**config.mk**
```make
export PLATFORM = sky130hd
export DESIGN_NAME = keylock_fault_fsm
export DESIGN_NICKNAME = d
export VERILOG_FILES = /design/src/rtl/keylock_pkg.sv /design/src/rtl/keylock_fault_fsm.sv
export SDC_FILE = /design/constraint.sdc
export NUM_CORES = 1
export LEC_CHECK = 0
export ABC_AREA = 1
export BUFFER_PORTS_ARGS = -buffer_cell sky130_fd_sc_hd__clkbuf_2
export CORE_AREA = 3 3 40 42
export DETAILED_ROUTE_END_ITERATION = 6
export DIE_AREA = 0 0 43 45
export SETUP_SLACK_MARGIN = 0.1
export SLEW_MARGIN = 20
export SYNTH_ARGS = -nofsm -noshare
export SYNTH_HDL_FRONTEND = slang
export SYNTH_SLANG_ARGS = --single-unit
```
**constraint.sdc**
```tcl
create_clock -name clk -period 1.4 [get_ports clk]
set_input_delay 0.35 -clock clk [delete_from_list [all_inputs] [get_ports clk]]
set_output_delay 0.35 -clock clk [all_outputs]
set_load 0.02 [all_outputs]
```
**src/rtl/keylock_pkg.sv**
```systemverilog
package keylock_pkg;

    typedef enum logic {
        FLT_ARMED = 1'b0,
        FLT_HELD  = 1'b1
    } flt_state_e;

endpackage

```
**src/rtl/keylock_fault_fsm.sv**
```systemverilog
module keylock_fault_fsm
    import keylock_pkg::*;
#(
    parameter int ADDR_W = 6,
    parameter int LOCK_W = 2
) (
    input  logic              clk,
    input  logic              rst_n,
    input  logic              mismatch,
    input  logic              clr,
    input  logic [ADDR_W-1:0] acc_addr,
    input  logic [LOCK_W-1:0] acc_key,
    input  logic              acc_fetch,
    output logic              irq,
    output logic [ADDR_W-1:0] f_addr,
    output logic [LOCK_W-1:0] f_key,
    output logic              f_fetch
);
    flt_state_e state_q, state_d;
    logic       capture;
    logic       wipe;

    always_comb begin
        state_d = state_q;
        capture = 1'b0;
        wipe    = 1'b0;
        unique case (state_q)
            FLT_ARMED: begin
                if (mismatch) begin
                    state_d = FLT_HELD;   // CAPTURE
                    capture = 1'b1;
                end
            end
            FLT_HELD: begin
                if (clr) begin
                    if (mismatch) begin
                        capture = 1'b1;   // RECAPTURE
                    end else begin
                        state_d = FLT_ARMED; // RELEASE
                        wipe    = 1'b1;
                    end
                end
            end
            default: state_d = FLT_ARMED;
        endcase
    end

    always_ff @(posedge clk or negedge rst_n) begin
        if (!rst_n) begin
            state_q <= FLT_ARMED;
        end else begin
            state_q <= state_d;
        end
    end

    always_ff @(posedge clk or negedge rst_n) begin
        if (!rst_n) begin
            f_addr  <= '0;
            f_key   <= '0;
            f_fetch <= 1'b0;
        end else if (capture) begin
            f_addr  <= acc_addr;
            f_key   <= acc_key;
            f_fetch <= acc_fetch;
        end else if (wipe) begin
            f_addr  <= '0;
            f_key   <= '0;
            f_fetch <= 1'b0;
        end
    end

    always_comb begin
        irq = (state_q == FLT_HELD);
    end

    a_r5_capture: assert property (@(posedge clk) disable iff (!rst_n)
        (!irq && mismatch) |=> (irq && f_addr == $past(acc_addr)
                                && f_key == $past(acc_key)
                                && f_fetch == $past(acc_fetch)));

    a_r6_hold: assert property (@(posedge clk) disable iff (!rst_n)
        (irq && !clr) |=> (irq && $stable(f_addr) && $stable(f_key) && $stable(f_fetch)));

    a_r7_release: assert property (@(posedge clk) disable iff (!rst_n)
        (irq && clr && !mismatch) |=> (!irq && f_addr == '0 && f_key == '0));

    a_r11_clear_idle: assert property (@(posedge clk) disable iff (!rst_n)
        (!irq && !mismatch) |=> (!irq && $stable(f_addr)));

endmodule

```
==> impl_results.md <==
* Status: finished, final reports clean
* CTS Buf Count at 3
* Area of the core at 1280 um2
* Layout overhead on the synthesized area at 35.4%
* Crit path largest cell delay at slightly above 0.4 ns
* Crit. End Element: output port
* Clk root buf: clkbuf_4
* Placed insts at 81
* RSZ-0062 raised after global routing: no
* Met2 Usage GRT at between 10% and 20%
* Mapped Area at 424 um2
* Period minus WS final at 1.22 ns
* Final core occ at 44.7%
* Final setup margin at 0.185 ns
* CP required at roughly 1.1 ns
* Final setup fails at 0
* Largest net degree at the start of global routing at 12
* Cell Chain, Critical Path: clkbuf_2
* Fin crit share at 86.8%
* Yosys reg bits at 10
* Post-route ant nets at 0
* GR Util met3 at 2.79%
* Rel. slew slack at 83.1%
* Max Cap Violations at 0
* WL final at roughly 1000 um
* Peak Freq at 0.823 GHz
* Power Density at 1210 nW/um2
* Drt drc at 0
* Critical Path Source Type: flop
* Fin. Hold Viols at 0
* Data arrival, critical path at between 0.8 and 0.9 ns
* Ant diodes at 0
* Max-slew violations at 0
* Combinational fraction of design power at between 20% and 30%
* Crit path kind: reg -> out
* M1 GR Usage at 13.6%
* Critical path buffers and inverters at 1
* Fin cells at 85
* H-tree depth at 1
* GR peak layer: met2
* Wirelength per Cell at 11.7 um
* Synth Instances at between 40 and 50
* Leak at roughly 0.34 nW
* Worst path slowest cell: dfrtp_1
* Synth Warn # at 0
* Hold Crit Class: in -> reg
* Total number of vias at 399
* Grt ovf at 0
* Initial core utilization at 33.0%
* Starting DRT DRC Count at 4
* FF+latch area at roughly 250 um2
* Sequential fraction of the synthesis area at 59.0%
* Global Route Usage Sum at 11.7%
* Share of cells above drive strength 1 at about two fifths
* DPL Wire Length at 748 um
* Pint at 0.000477 W
* Post-cts resize count at 0
* Switching share of power at 31.4%
* Slew @ Worst Pin at around 0.25 ns
* PortBufs at 22
* Syn Area/Cell at approximately 9.4 um2
* Final nets at 85
* Net Switching at 0.000218 W
* CP delay by family, top: flip-flops
* CTS tree: built
* Placer Congestion at 0.700
* Post-CTS Setup Repair Bufs at 0
* Die H at 45 um
* Antenna violations before repair at 0
* Clk slew on worst S/H paths at 0.06 ns
* Clock Skews at 0.00292 ns
* Dpl ws at 0.436 ns
* Area taken by multi-input logic gates at approximately 150 um2
* Clock group share of total power at 28.4%
* Initial DRT Pass Iterations at 5
* TritonCTS Sinks at 10
* Wire length of the first global-routing pass at 1610 um
* Die ar. at 1940 um2
* VDD IR max at 518 uV
* Worst-Skew Late Latency at 0.26 ns
* Top Ports at 23
* Syn Nets at 58
* Fillcell total at around 140
* Die X at 43 um
* Clock buffer depth at 2
* Row cnt at 13
* Cts hold-fix bufs at 1
* Via count of the first global-routing pass at 362
* Cell variety after synth at 7
* Sequential share of power at 49.0%
* DR vias/cell at 4.69
* Crit-path max FO at 4
* Fin Setup TNS at 0 ns
placed cells by master (no fill, tap or decap):
| cell | n |
|---|---|
| inv_1 | 3 |
| nand2_4 | 1 |
| clkbuf_4 | 3 |
| clkbuf_2 | 22 |
| nand2_1 | 10 |
| nand2_2 | 2 |
| dlygate4sd3_1 | 1 |
| dfrtp_1 | 10 |
| nand3_1 | 18 |
power groups by stage:
stage / Clock [W] / Combinational [W] / Sequential [W]
floorplan: 0 / 0.0000507 / 0.000387
global placement: 0 / 0.000156 / 0.000347
detailed placement: 0 / 0.000158 / 0.000348
CTS: 0.000201 / 0.000161 / 0.000342
global route: 0.000211 / 0.000174 / 0.000347
finish: 0.000197 / 0.000157 / 0.000341
synth_stat cells:
cell type,instances,area [um2]
nand3_1,18,90.1
dfrtp_1,10,250
nand2_1,10,37.5
inv_1,3,11.3
nand2_2,2,12.5
buf_6,1,11.3
nand2_4,1,11.3
routing by layer:
layer | wire length [um] | share of wire, % | vias up
met5 | 0 | 0 | -
met4 | 17 | 1.7 | 0
met3 | 73 | 7.3 | 2
met2 | 525 | 53 | 16
met1 | 379 | 38 | 179
li1 | - | - | 202
metrics by stage:
stage	area [um2]	power [W]	hold WS [ns]
2_1_floorplan	424	0.000438	0.0544
3_3_place_gp	542	0.000503	0.227
3_5_place_dp	542	0.000506	0.230
4_1_cts	574	0.000704	0.312
5_1_grt	574	0.000732	0.325
6_report	574	0.000696	0.311
sequential cells by signal, summed over array words and instances (netlist names):
register / cells
f_addr: 6
f_key: 2
f_fetch: 1
irq: 1
kinds of logic (layout without fill, tap and decap cells):
family | Yosys count | after routing | synth area share, %
flip-flops | 10 | 10 | 59.0
AND/OR/NAND/NOR | 31 | 31 | 35.7
buffers and inverters | 4 | 29 | 5.31
cell type report:
cell class	instances	share of cell area, %
timing repair buffer	23	20.9
inverter	3	1.96
multi-input combinational	31	26.4
tap	15	3.27
clock buffer	3	3.92
sequential	10	43.6
worst reg2reg max path, stage by stage, from the launching register on:
cell     delay (ns)
dfrtp_1        0.42
inv_1          0.11
nand2_4        0.09
nand3_1        0.08
nand2_1        0.06
final timing paths:
| check | endpoint | slack (ns) | cells past startpoint | from |
|---|---|---|---|---|
| hold reg to reg | f_addr[2]$_DFFE_PN0P_ | 0.50 | 2 | f_addr[2]$_DFFE_PN0P_ |
| setup reg to reg | f_addr[3]$_DFFE_PN0P_ | 0.54 | 4 | irq$_DFF_PN0_ |
| setup / recovery | irq | 0.18 | 1 | irq$_DFF_PN0_ |
| max in group asynchronous | f_addr[3]$_DFFE_PN0P_ | 0.71 | 2 | rst_n |
| min in group asynchronous | f_addr[0]$_DFFE_PN0P_ | 0.48 | 2 | rst_n |
| hold / removal | f_key[1]$_DFFE_PN0P_ | 0.31 | 3 | acc_key[1] |
No activity file was read; power rests on OpenSTA's default activity.
